`config.mk`:
```
export PLATFORM = sky130hd
export DESIGN_NAME = crcser_top
export DESIGN_NICKNAME = d
export VERILOG_FILES = /design/src/rtl/crcser_pkg.sv /design/src/rtl/crcser_crc_reg.sv /design/src/rtl/crcser_tx.sv /design/src/rtl/crcser_rx.sv /design/src/rtl/crcser_top.sv
export SDC_FILE = /design/constraint.sdc
export NUM_CORES = 1
export LEC_CHECK = 0
export ABC_CLOCK_PERIOD_IN_PS = 6600
export BUFFER_PORTS_ARGS = -buffer_cell sky130_fd_sc_hd__buf_2
export CORE_MARGIN = 2
export CORE_UTILIZATION = 40
export DETAILED_ROUTE_END_ITERATION = 7
export MAX_ROUTING_LAYER = met4
export PLACE_DENSITY = 0.61
export SLEW_MARGIN = 20
export SYNTH_ARGS = -nofsm -noshare
export SYNTH_HDL_FRONTEND = slang
export SYNTH_HIERARCHICAL = 1
export SYNTH_SLANG_ARGS = --single-unit
```
`constraint.sdc`:
```
create_clock -name clk -period 6.6 [get_ports clk]
set_input_delay 1.32 -clock clk [delete_from_list [all_inputs] [get_ports clk]]
set_output_delay 1.32 -clock clk [all_outputs]
set_load 0.01 [all_outputs]
```
`src/rtl/crcser_pkg.sv`:
```
package crcser_pkg;
  localparam int unsigned DEF_CRC_W  = 16;
  localparam int unsigned DEF_BYTE_W = 8;
  localparam logic [15:0] DEF_POLY   = 16'h1021;
  localparam logic [15:0] DEF_PRESET = 16'hFFFF;

  typedef enum logic [1:0] {
    TX_IDLE = 2'd0,
    TX_DATA = 2'd1,
    TX_CRC  = 2'd2
  } tx_state_e;
endpackage

```
`src/rtl/crcser_crc_reg.sv`:
```
module crcser_crc_reg #(
  parameter int unsigned   CRC_W  = 16,
  parameter logic [CRC_W-1:0] POLY   = 16'h1021,
  parameter logic [CRC_W-1:0] PRESET = 16'hFFFF
) (
  input  logic             clk,
  input  logic             rst_n,
  input  logic             init,
  input  logic             step,
  input  logic             din,
  output logic [CRC_W-1:0] crc
);
  logic [CRC_W-1:0] crc_q, crc_d;
  logic             fb;
  logic             crc_en;

  assign fb     = crc_q[CRC_W-1] ^ din;
  assign crc_en = init | step;

  always_comb begin
    crc_d = crc_q;
    if (init) begin
      crc_d = PRESET;
    end else if (step) begin
      crc_d = {crc_q[CRC_W-2:0], 1'b0} ^ (fb ? POLY : '0);
    end
  end

  always_ff @(posedge clk or negedge rst_n) begin
    if (!rst_n) begin
      crc_q <= PRESET;
    end else if (crc_en) begin
      crc_q <= crc_d;
    end
  end

  assign crc = crc_q;

  // a preset lands the register on the preset value
  a_r1_preset: assert property (@(posedge clk) disable iff (!rst_n)
    init |=> (crc_q == PRESET));
  // a step with zero feedback is a plain left shift
  a_r1_shift: assert property (@(posedge clk) disable iff (!rst_n)
    (step && !init && !(crc_q[CRC_W-1] ^ din)) |=> (crc_q[0] == 1'b0));
endmodule

```
`src/rtl/crcser_tx.sv`:
```
module crcser_tx
  import crcser_pkg::*;
#(
  parameter int unsigned   CRC_W  = 16,
  parameter int unsigned   BYTE_W = 8,
  parameter logic [CRC_W-1:0] POLY   = 16'h1021,
  parameter logic [CRC_W-1:0] PRESET = 16'hFFFF
) (
  input  logic              clk,
  input  logic              rst_n,
  input  logic              rev,
  input  logic              sof,
  input  logic              load,
  input  logic [BYTE_W-1:0] data,
  input  logic              eof,
  output logic              ready,
  output logic              bit_o,
  output logic              valid_o
);
  localparam int unsigned MAX_W = (CRC_W > BYTE_W) ? CRC_W : BYTE_W;
  localparam int unsigned CNT_W = $clog2(MAX_W);

  tx_state_e         state_q, state_d;
  logic [BYTE_W-1:0] sh_q, sh_d;
  logic [CRC_W-1:0]  csh_q, csh_d;
  logic [CNT_W-1:0]  cnt_q, cnt_d;
  logic              rev_q, rev_d;
  logic              adv_en;
  logic              wire_bit;
  logic [CRC_W-1:0]  crc;
  logic              is_idle;

  assign is_idle = (state_q == TX_IDLE);
  assign ready   = is_idle;
  assign valid_o = !is_idle;
  assign adv_en  = !is_idle || load || eof;

  always_comb begin
    if (state_q == TX_DATA) begin
      wire_bit = rev_q ? sh_q[BYTE_W-1] : sh_q[0];
    end else begin
      wire_bit = csh_q[CRC_W-1];
    end
  end
  assign bit_o = wire_bit;

  crcser_crc_reg #(.CRC_W(CRC_W), .POLY(POLY), .PRESET(PRESET)) u_crc (
    .clk  (clk),
    .rst_n(rst_n),
    .init (sof && is_idle),
    .step (state_q == TX_DATA),
    .din  (wire_bit),
    .crc  (crc)
  );

  always_comb begin
    state_d = state_q;
    sh_d    = sh_q;
    csh_d   = csh_q;
    cnt_d   = cnt_q;
    rev_d   = rev_q;
    case (state_q)
      TX_IDLE: begin
        if (load) begin
          sh_d    = data;
          rev_d   = rev;
          cnt_d   = CNT_W'(BYTE_W - 1);
          state_d = TX_DATA;
        end else if (eof) begin
          csh_d   = crc;
          cnt_d   = CNT_W'(CRC_W - 1);
          state_d = TX_CRC;
        end
      end
      TX_DATA: begin
        sh_d  = rev_q ? (sh_q << 1) : (sh_q >> 1);
        cnt_d = cnt_q - 1'b1;
        if (cnt_q == '0) state_d = TX_IDLE;
      end
      TX_CRC: begin
        csh_d = csh_q << 1;
        cnt_d = cnt_q - 1'b1;
        if (cnt_q == '0) state_d = TX_IDLE;
      end
      default: state_d = TX_IDLE;
    endcase
  end

  always_ff @(posedge clk or negedge rst_n) begin
    if (!rst_n) begin
      state_q <= TX_IDLE;
      sh_q    <= '0;
      csh_q   <= '0;
      cnt_q   <= '0;
      rev_q   <= 1'b0;
    end else if (adv_en) begin
      state_q <= state_d;
      sh_q    <= sh_d;
      csh_q   <= csh_d;
      cnt_q   <= cnt_d;
      rev_q   <= rev_d;
    end
  end

  // an accepted byte starts on the line the next cycle
  a_r2_start: assert property (@(posedge clk) disable iff (!rst_n)
    (load && ready) |=> (valid_o && !ready));
  // first appended bit is the top CRC bit
  a_r4_msb_first: assert property (@(posedge clk) disable iff (!rst_n)
    (eof && ready && !load) |=> (bit_o == $past(crc[CRC_W-1])));
endmodule

```
`src/rtl/crcser_rx.sv`:
```
module crcser_rx #(
  parameter int unsigned   CRC_W  = 16,
  parameter int unsigned   BYTE_W = 8,
  parameter logic [CRC_W-1:0] POLY   = 16'h1021,
  parameter logic [CRC_W-1:0] PRESET = 16'hFFFF
) (
  input  logic              clk,
  input  logic              rst_n,
  input  logic              rev,
  input  logic              sof,
  input  logic              bit_valid,
  input  logic              bit_i,
  input  logic              eof,
  output logic [BYTE_W-1:0] byte_o,
  output logic              byte_valid,
  output logic              crc_err
);
  localparam int unsigned CNT_W = $clog2(BYTE_W);

  logic [BYTE_W-1:0] acc_q, acc_new, acc_rev, byte_q, byte_d;
  logic [CNT_W-1:0]  cnt_q, cnt_d;
  logic              bv_q, bv_d;
  logic              err_q, err_d;
  logic              last;
  logic              acc_en, byte_en, err_en;
  logic [CRC_W-1:0]  crc;

  crcser_crc_reg #(.CRC_W(CRC_W), .POLY(POLY), .PRESET(PRESET)) u_crc (
    .clk  (clk),
    .rst_n(rst_n),
    .init (sof),
    .step (bit_valid && !sof),
    .din  (bit_i),
    .crc  (crc)
  );

  always_comb begin
    acc_new        = acc_q;
    acc_new[cnt_q] = bit_i;
  end

  for (genvar i = 0; i < BYTE_W; i++) begin : g_rev
    assign acc_rev[i] = acc_new[BYTE_W-1-i];
  end

  assign last    = (cnt_q == CNT_W'(BYTE_W - 1));
  assign acc_en  = sof || bit_valid;
  assign byte_en = bit_valid && last && !sof;
  assign err_en  = sof || eof;

  always_comb begin
    cnt_d  = cnt_q;
    if (sof) begin
      cnt_d = '0;
    end else if (bit_valid) begin
      cnt_d = last ? '0 : cnt_q + 1'b1;
    end
    bv_d   = byte_en;
    byte_d = rev ? acc_rev : acc_new;
    err_d  = sof ? 1'b0 : (crc != '0);
  end

  always_ff @(posedge clk or negedge rst_n) begin
    if (!rst_n) begin
      acc_q  <= '0;
      cnt_q  <= '0;
      bv_q   <= 1'b0;
      byte_q <= '0;
      err_q  <= 1'b0;
    end else begin
      bv_q <= bv_d;
      if (acc_en)  begin
        acc_q <= acc_new;
        cnt_q <= cnt_d;
      end
      if (byte_en) byte_q <= byte_d;
      if (err_en)  err_q  <= err_d;
    end
  end

  assign byte_o     = byte_q;
  assign byte_valid = bv_q;
  assign crc_err    = err_q;

  // a byte strobe always follows a received bit
  a_r5_byte_after_bit: assert property (@(posedge clk) disable iff (!rst_n)
    byte_valid |-> $past(bit_valid));
  // frame start clears the flag
  a_r8_clear: assert property (@(posedge clk) disable iff (!rst_n)
    sof |=> !crc_err);
  // without strobes the flag holds
  a_r8_hold: assert property (@(posedge clk) disable iff (!rst_n)
    (!sof && !eof) |=> $stable(crc_err));
endmodule

```
`src/rtl/crcser_top.sv`:
```
module crcser_top
  import crcser_pkg::*;
#(
  parameter int unsigned   CRC_W  = DEF_CRC_W,
  parameter int unsigned   BYTE_W = DEF_BYTE_W,
  parameter logic [CRC_W-1:0] POLY   = DEF_POLY,
  parameter logic [CRC_W-1:0] PRESET = DEF_PRESET
) (
  input  logic              clk,
  input  logic              rst_n,
  input  logic              rev_order,
  input  logic              tx_sof,
  input  logic              tx_load,
  input  logic [BYTE_W-1:0] tx_data,
  input  logic              tx_eof,
  output logic              tx_ready,
  output logic              tx_bit,
  output logic              tx_bit_valid,
  input  logic              rx_sof,
  input  logic              rx_bit,
  input  logic              rx_bit_valid,
  input  logic              rx_eof,
  output logic [BYTE_W-1:0] rx_byte,
  output logic              rx_byte_valid,
  output logic              rx_crc_err
);
  logic [1:0] rst_sync_q;
  logic       rst_int_n;

  always_ff @(posedge clk or negedge rst_n) begin
    if (!rst_n) begin
      rst_sync_q <= 2'b00;
    end else begin
      rst_sync_q <= {rst_sync_q[0], 1'b1};
    end
  end
  assign rst_int_n = rst_sync_q[1];

  crcser_tx #(.CRC_W(CRC_W), .BYTE_W(BYTE_W), .POLY(POLY), .PRESET(PRESET)) u_tx (
    .clk    (clk),
    .rst_n  (rst_int_n),
    .rev    (rev_order),
    .sof    (tx_sof),
    .load   (tx_load),
    .data   (tx_data),
    .eof    (tx_eof),
    .ready  (tx_ready),
    .bit_o  (tx_bit),
    .valid_o(tx_bit_valid)
  );

  crcser_rx #(.CRC_W(CRC_W), .BYTE_W(BYTE_W), .POLY(POLY), .PRESET(PRESET)) u_rx (
    .clk       (clk),
    .rst_n     (rst_int_n),
    .rev       (rev_order),
    .sof       (rx_sof),
    .bit_valid (rx_bit_valid),
    .bit_i     (rx_bit),
    .eof       (rx_eof),
    .byte_o    (rx_byte),
    .byte_valid(rx_byte_valid),
    .crc_err   (rx_crc_err)
  );

  // while reset is held inside, outputs sit at their idle values
  a_r9_idle_in_reset: assert property (@(posedge clk)
    (rst_n && !rst_int_n) |-> (tx_ready && !tx_bit_valid && !rx_byte_valid && !rx_crc_err));
endmodule

```
==> results of run 1 <==
critical path: stages, from the launching register on:
cell,delay [ns]
dfrtp_1,0.39
inv_1,0.13
ha_1,0.17
buf_4,0.41
nor2_1,0.10
a21oi_1,0.39
buf_2,0.22
registers in the layout (all words and copies together), names as in the netlist:
name	flops
rst_sync_q	2
u_rx/byte_o	8
u_tx/csh_q	16
u_tx/rev_q	1
u_rx/cnt_q	3
u_tx/sh_q	8
u_tx/state_q	2
u_rx/u_crc/crc	16
u_tx/cnt_q	4
u_rx/acc_q	8
u_tx/u_crc/crc	16
u_rx/crc_err	1
u_rx/byte_valid	1
cell families (layout without fill, tap and decap cells):
logic type	after synthesis	count (layout)	share of synthesized area [%]
buffers and inverters	46	64	5.26
multiplexers	53	53	12.2
flip-flops	86	86	48.0
AO/OA/AOI/OAI	101	101	16.2
AND/OR/NAND/NOR	127	127	13.9
XOR/XNOR	6	6	2.46
adder cells (fa/ha/maj)	7	7	1.92
other	1	1	0.0820
layout by cell type (no fill, tap or decap), types with 5 or more instances in the layout:
| master | n |
|---|---|
| a21oi_2 | 14 |
| clkbuf_16 | 9 |
| dfrtp_1 | 53 |
| a21oi_1 | 11 |
| nand2_1 | 21 |
| nor2_1 | 47 |
| mux2_2 | 22 |
| a31oi_1 | 10 |
| o21ai_0 | 18 |
| o22ai_1 | 5 |
| a211o_1 | 32 |
| nor2b_1 | 34 |
| clkbuf_1 | 5 |
| dfstp_2 | 32 |
| ha_1 | 7 |
| mux2i_1 | 31 |
| inv_1 | 15 |
| buf_2 | 30 |
final timing paths:
| kind | endpoint | slack, ns | depth (start not counted) |
|---|---|---|---|
| hold / removal | u_tx/sh_q[1] | 0.17 | 0 |
| hold reg to reg | u_tx/sh_q[1] | 0.17 | 0 |
| min in group clk | rst_sync_q[1] | 0.35 | 0 |
| setup reg to reg | u_tx/csh_q[0] | 4.10 | 7 |
| max in group asynchronous | u_rx/byte_valid | 5.31 | 1 |
| setup / recovery | tx_bit | 3.13 | 6 |
layer usage:
metal | track usage [%] | part of all wire, % | vias up
li1 | - | - | 1515
met1 | 19.1 | 48 | 1479
met2 | 23.2 | 48 | 29
met3 | 4.37 | 3.0 | 7
met4 | 3.92 | 1.0 | 0
met5 | - | 0 | -
through the flow:
stage                     util, %  hold slack, ns
after floorplan                 -           0.331
after global placement       42.1           0.175
after detailed placement     42.1           0.171
after CTS                    44.3           0.177
after global routing         44.4           0.190
final                        44.4           0.168
power breakdown:
part           internal [mW]  switching [mW]  total (mW)  leakage (nW)
registers              0.720           0.122       0.842         0.977
clock network          0.255           0.193       0.448         0.121
logic                  0.373           0.398       0.771          1.03
total                   1.35           0.712        2.06          2.13
final cells by class:
class,count,area (um2)
flip-flops and latches,86,2200
repair buffers,33,173
inverters,15,56.3
clock buffers,14,244
clock inverters,2,12.5
well taps,143,179
multi-input cells,295,2140
fillers,1075,6270
==> results_dict.tcl, run 1 <==
set metrics [dict create \
    drt_first_iter_violations 144 \
    syn_nets 452 \
    synthToLayoutAreaGrowth_pct 9.47 \
    insertion_delay_ns 0.33 \
    drt_wl_total_um 8250 \
    cts-resized-gates 0 \
    seq_area_frac_synth_pct 48.0 \
    antenna_found_initial 0 \
    die_w_um 111 \
    crit_path_end_kind "primary output" \
    power_density_nw_per_um2 412 \
    outcome "complete, no violations" \
    yosys.area.top_type "dfrtp_1" \
    synth_commonest_cells "dfrtp_1 (54), nor2_1 (47), nor2b_1 (34)" \
    place_area_um2 4740 \
    ctsLongestPathBuffers 2 \
    synth.most_common_cell "dfrtp_1" \
    diodes 0 \
    post-dp-hpwl_um 5390 \
    viasPerCell 5.15 \
    cellLeakagePower_nw 2.13 \
    core_area_um2 11300 \
    clk_pin_slew_ns 0.06 \
    grt_usage_pct 14.9 \
    cts_sinks 86 \
    synthDistinctLibCells 43 \
    synth.top_cell.area_share_pct 29.6 \
    num_vias 3030 \
    preCtsSetupSlack_ns 3.19 \
    drive_above_1_share_pct 26.1 \
    p_total_mw 2.06 \
    worstMarginPinSlew_ns 1.02 \
    grt_max_degree 73 \
    post_cts_buffers 0 \
    slew_violations 0 \
    cts_made_buffers 9 \
    initial_utilization_pct 40.5 \
    timing.final.ws_setup_ns 3.13 \
    netlist_area_um2 4570 \
    min_period_ns 3.47 \
    syn_inst 427 \
    finalSetupViolCount 0 \
    synth-edff-count 0 \
    nets 465 \
    cts_hold_buf 0 \
    slew_headroom_pct 32.3 \
    die_y_um 111 \
    start_kind "flip-flop" \
    worstReg2RegStart "u_tx/state_q[0]" \
    async_reset_ff_share_pct 100 \
    max-vdd-ir-drop_v 0.000216 \
    critPathRequiredTime_ns 5.28 \
    hp-class "flip-flop to asynchronous set/reset pin" \
    fp.dieArea_um2 12300 \
    synth.avg_cell_area_um2 10.7 \
    dr.pass1.iters 4 \
    hold_viol_final 0 \
    io_pins 31 \
    place_congestion 0.765 \
    grt_pass1_wl_um 14600 \
    h-tree-depth 3 \
    crit_arrival_ns 2.15 \
    synth-seq-cells 86 \
    routedWlPerCell_um 14.0 \
    post-place-cells 572 \
    yosys-top-cells-area "dfrtp_1 (30%), dfstp_2 (18%), mux2i_1 (6.8%)" \
    grt_pass1_vias 3044 \
    finish.instance_area_um2 5000 \
    finalSetupTns_ns 0 \
    clockRootBuffer "clkbuf_16" \
    cts_tree "yes" \
    max_cap_viol_count 0 \
    drt_drc_violations_left 0 \
    port_buffers 30 \
    crit_type "flip-flop to primary output" \
    finalClockSkew_ns 0.00720 \
    finalCritPeriodShare_pct 52.6 \
    rsz0062_at_grt "false" \
    worstPathMaxFanout 51 \
    ys_warn_count 6 \
    placementRows 39 \
    synth-main-ff-cell "dfrtp_1" \
    stdcell_count 588 \
    grt_overflow 0 \
    crit_path_start "u_tx/state_q[1]" \
    max_freq_mhz 288 \
    detail-route-antenna-nets 0 \
]
(Power assumes the default switching activity.)
==> inputs of run 2 (changes only) <==
- ABC_AREA: default -> 1
- ABC_CLOCK_PERIOD_IN_PS: 6600 -> 3500
- clock period: 6.6 -> 3.5 ns (I/O delays scaled with it)
==> results_dict.tcl, run 2 <==
set metrics [dict create \
    final_common_cell "nand2_1" \
    finalCritPeriodShare_pct 78.7 \
    core_area_um2 10800 \
    grt_pass1_vias 3367 \
    post-place-cells 670 \
    multi_input_area_um2 1910 \
    cts_made_buffers 9 \
    synth-main-ff-cell "dfrtp_1" \
    max_cap_viol_count 0 \
    synth-seq-cells 86 \
    grt_pass1_wl_um 15300 \
    syn_inst 516 \
    seq_area_frac_synth_pct 49.2 \
    finalSetupViolCount 0 \
    r2r_setup_slack_ns 1.29 \
    drt_drc_violations_left 0 \
    timing.final.ws_setup_ns 0.746 \
    slew_violations 0 \
    h-tree-depth 3 \
    syn_nets 541 \
    hold_viol_final 0 \
    placementRows 38 \
    drive_above_1_share_pct 26.7 \
    drt_wl_total_um 8790 \
    io_pins 31 \
    crit_type "flip-flop to primary output" \
    ys_warn_count 6 \
    regArea_um2 2200 \
    crit_arrival_ns 2.05 \
    viasPerCell 4.99 \
    synthToLayoutAreaGrowth_pct 9.75 \
    stdcell_count 687 \
    power_density_nw_per_um2 695 \
    slew_headroom_pct 42.5 \
    post-dp-hpwl_um 5950 \
    grt_overflow 0 \
    worstMarginPinSlew_ns 0.862 \
    synth_commonest_cells "nand2_1 (146), inv_1 (56), nand3_1 (55)" \
    die_y_um 110 \
    nets 567 \
    path_cells "inv_1, ha_1, inv_2, nor2_2, nand2_1, nand3_1, buf_2" \
    synthDistinctLibCells 30 \
    clockRootBuffer "clkbuf_8" \
    outcome "complete, no violations" \
    initial_utilization_pct 41.1 \
    finalSetupTns_ns 0 \
    dr.pass1.iters 4 \
    place_congestion 0.784 \
    cts_sinks 86 \
    hp-class "input port to asynchronous set/reset pin" \
    slowest_stage "dfrtp_1" \
    cellLeakagePower_nw 2.41 \
    finalClockSkew_ns 0.00803 \
    worstPathMaxFanout 10 \
    yosys-top-cells-area "dfrtp_1 (30%), dfstp_2 (19%), nand2_1 (12%)" \
    port_buffers 30 \
    slowest_delay_ns 0.41 \
    synth-edff-count 0 \
    crit_path_end_kind "primary output" \
    critPathRequiredTime_ns 2.80 \
    clk_pin_slew_ns 0.08 \
    fp.dieArea_um2 12000 \
    netlist_area_um2 4450 \
    cts_tree "yes" \
    grt_max_degree 85 \
    critPathTopFamily "simple AND/OR/NAND/NOR gates" \
    reg2reg_to "u_tx/csh_q[0]" \
    cts-resized-gates 0 \
    async_reset_ff_share_pct 100 \
    grt_usage_pct 16.8 \
    worstReg2RegStart "u_tx/state_q[0]" \
    path_buf_inv 3 \
    whs_ns 0.106 \
    reg2reg_depth 7 \
    synth.most_common_cell "nand2_1" \
    min_period_ns 2.75 \
    synth.top_cell.area_share_pct 30.3 \
    num_vias 3429 \
    synth.avg_cell_area_um2 8.63 \
    post_cts_buffers 0 \
    antenna_found_initial 0 \
    rsz0062_at_grt "false" \
    die_w_um 110 \
    drt_first_iter_violations 175 \
    preCtsSetupSlack_ns 1.15 \
    max_freq_mhz 363 \
    diodes 0 \
    max-vdd-ir-drop_v 0.000316 \
    insertion_delay_ns 0.36 \
    cts_hold_buf 0 \
    ctsLongestPathBuffers 2 \
    fillers 1047 \
    start_kind "flip-flop" \
    detail-route-antenna-nets 0 \
    most-common-layout-cells "nand2_1 (146), inv_1 (56), nand3_1 (55)" \
    routedWlPerCell_um 12.8 \
    yosys.area.top_type "dfrtp_1" \
]
[run 2: cell types whose count changed after synthesis, sizes merged, moves of 13 or more]
| cell | before | now |
|---|---|---|
| nand2 | 21 | 147 |
| nand3 | 3 | 55 |
| inv | 15 | 59 |
| nor2b | 35 | 0 |
| a211o | 32 | 0 |
| mux2i | 31 | 0 |
| a22oi | 0 | 24 |
| o21ai | 18 | 41 |
| mux2 | 22 | 0 |
| a21oi | 25 | 9 |
| or2 | 1 | 17 |
| nor2 | 47 | 33 |
| buf | 27 | 14 |
[run 2: worst reg2reg max path: stages (launching register included)]
cell and delay, ns:
dfrtp_1 0.40, inv_1 0.11, ha_1 0.48, inv_2 0.23, o21ai_2 0.18, nand2_2 0.41
nand2_1 0.23, o21ai_2 0.06
[run 2: metal layers]
layer	share of wire, %	track usage, %	wire length [um]	up-vias
li1	-	-	-	1734
met1	46	20.5	4050	1633
met5	0	-	0	-
met4	1.3	5.33	114	0
met3	3.2	3.73	284	11
met2	49	27.8	4330	51
[run 2: metrics by stage]
stage / power [mW] / instance area [um2] / util, %
4_1_cts: 3.44 / 4870 / 44.9
5_1_grt: 3.67 / 4890 / 45.1
3_5_place_dp: 2.66 / 4650 / 42.9
2_1_floorplan: 2.43 / 4450 / -
6_report: 3.40 / 4890 / 45.1
3_3_place_gp: 2.61 / 4650 / 42.9
[run 2: cell families after synthesis]
kind of cell | count (synthesis) | synth area share, %
simple gates | 265 | 26.2
flops | 86 | 49.2
compound gates | 82 | 14.6
buf+inv | 75 | 8.01
fa+ha+maj | 7 | 1.97
other cells | 1 | 0.0842
[run 2: worst max-delay path by stage]
| stage | startpoint | end | slack, ns | cells past startpoint |
|---|---|---|---|---|
| 6_report | u_tx/state_q[1] | tx_bit | 0.75 | 7 |
| 5_1_grt | u_tx/state_q[1] | tx_bit | 0.57 | 7 |
| 4_1_cts | u_tx/state_q[1] | tx_bit | 0.74 | 7 |
| 3_5_place_dp | u_tx/state_q[1] | tx_bit | 1.15 | 7 |
| 3_3_place_gp | u_tx/state_q[1] | tx_bit | 1.24 | 7 |
| 2_1_floorplan | rst_sync_q[1] | u_rx/acc_q[0] | 0.98 | 0 |
[run 2: area by class of cell]
class | count | area share, %
clock buffer | 14 | 3.74
clock inverter | 2 | 0.768
inverter | 59 | 4.53
multi-input combinational | 355 | 39.0
sequential | 86 | 44.9
tap | 140 | 3.58
timing repair buffer | 31 | 3.48
[run 2: power by group]
part	internal [mW]	switching, mW	leakage (nW)	total [mW]
combinational	0.415	0.781	1.32	1.20
clock	0.409	0.352	0.109	0.761
sequential	1.28	0.161	0.979	1.44
total	2.10	1.29	2.41	3.40
==> inputs of run 3 (changes only) <==
- ABC_CLOCK_PERIOD_IN_PS: 3500 -> 2800
- clock period: 3.5 -> 2.8 ns (I/O delays scaled with it)
==> results_dict.tcl, run 3 (same netlist as run 2, synthesis figures left out) <==
set metrics [dict create \
    outcome "complete, no violations" \
    grt_usage_pct 17.0 \
    start_kind "flip-flop" \
    grt_pass1_wl_um 15600 \
    cts_tree "yes" \
    power_density_nw_per_um2 841 \
    post_cts_buffers 0 \
    place_area_um2 4680 \
    preCtsSetupSlack_ns 0.542 \
    hold_viol_final 0 \
    hp-class "flip-flop to asynchronous set/reset pin" \
    place_congestion 0.801 \
    groute.layer.met2.usage_pct 27.5 \
    min_period_ns 2.58 \
    crit_path_end_kind "primary output" \
    routedWlPerCell_um 12.6 \
    max_cap_viol_count 0 \
    antenna_found_initial 0 \
    finish.instance_area_um2 4860 \
    placementRows 38 \
    finalCritPeriodShare_pct 92.2 \
    cts_sinks 86 \
    fillers 1057 \
    cts-resized-gates 0 \
    p_total_mw 4.09 \
    cts_hold_buf 1 \
    most-common-layout-cells "nand2_1 (146), inv_1 (56), nand3_1 (55)" \
    stdcell_count 690 \
    finalSetupTns_ns 0 \
    crit_type "flip-flop to primary output" \
    worstMarginPinSlew_ns 0.713 \
    die_w_um 110 \
    clk_pin_slew_ns 0.08 \
    finalSetupViolCount 0 \
    initial_utilization_pct 41.1 \
    io_pins 31 \
    crit_arrival_ns 2.02 \
    nets 570 \
    regArea_um2 2200 \
    grt_max_degree 85 \
    detail-route-antenna-nets 0 \
    postLayoutCoreUtil_pct 44.9 \
    ctsLongestPathBuffers 2 \
    multi_input_area_um2 1910 \
    fp.dieArea_um2 12000 \
    grt_util_met1_pct 20.9 \
    critPathRequiredTime_ns 2.24 \
    cts_made_buffers 9 \
    clockRootBuffer "clkbuf_8" \
    max-vdd-ir-drop_v 0.000470 \
    num_vias 3438 \
    met3_usage_pct 5.57 \
    slew_violations 0 \
    worstPathMaxFanout 10 \
    port_buffers 30 \
    synthToLayoutAreaGrowth_pct 9.19 \
    top_usage_layer "met2" \
    timing.final.ws_setup_ns 0.220 \
    post-dp-hpwl_um 5870 \
    core_area_um2 10800 \
    insertion_delay_ns 0.36 \
    drt_first_iter_violations 257 \
    max_freq_mhz 388 \
    drt_wl_total_um 8720 \
    die_y_um 110 \
    slew_headroom_pct 52.3 \
    drive_above_1_share_pct 26.5 \
    h-tree-depth 3 \
    post-place-cells 673 \
    grt_pass1_vias 3453 \
    final_common_cell "nand2_1" \
    diodes 0 \
    viasPerCell 4.98 \
    whs_ns 0.359 \
    grt_overflow 0 \
    dr.pass1.iters 4 \
    finalClockSkew_ns 0.00607 \
    cellLeakagePower_nw 2.39 \
    rsz0062_at_grt "false" \
    drt_drc_violations_left 0 \
]
## run 3: changes by cell type in the layout (fill, tap and decap cells not counted)
cell	delta
bufinv_16	-1
clkbuf_8	-3
dlygate4sd3_1	+1
clkinvlp_4	+1
clkbuf_1	+2
inv_4	+1
buf_4	+2
## run 3: power by group
| part | internal (mW) | switching, mW |
|---|---|---|
| sequential | 1.60 | 0.193 |
| clock | 0.348 | 0.435 |
| combinational | 0.530 | 0.985 |
## run 3: critical path, stage by stage, from the launching register on
cell,delay [ns]
dfrtp_1,0.40
inv_1,0.10
ha_1,0.31
inv_2,0.15
nor2_2,0.29
nand2_1,0.10
nand3_1,0.15
buf_2,0.16
## run 3: cell type report
class / instances / area share, %
flip-flops and latches: 86 / 45.2
multi-input cells: 355 / 39.2
inverters: 59 / 4.55
repair buffers: 34 / 4.01
well taps: 140 / 3.60
clock buffers: 13 / 3.06
clock inverters: 3 / 0.437
## run 3: worst paths after layout
path / depth (start not counted) / endpoint / slack (ns) / start
min: 1 / u_tx/cnt_q[3] / 0.36 / rst_sync_q[1]
min in group clk: 0 / rst_sync_q[1] / 0.36 / rst_sync_q[0]
max: 7 / tx_bit / 0.22 / u_tx/state_q[1]
max reg2reg: 7 / u_tx/csh_q[1] / 0.56 / u_tx/state_q[0]
min reg2reg: 1 / u_tx/cnt_q[3] / 0.36 / rst_sync_q[1]
max in group asynchronous: 1 / u_tx/u_crc/crc[14] / 2.07 / rst_sync_q[1]
## run 3: routing by layer
metal	part of all wire, %	vias up
li1	-	1741
met1	47	1637
met2	48	54
met3	4.2	6
met4	0.72	0
met5	0	-
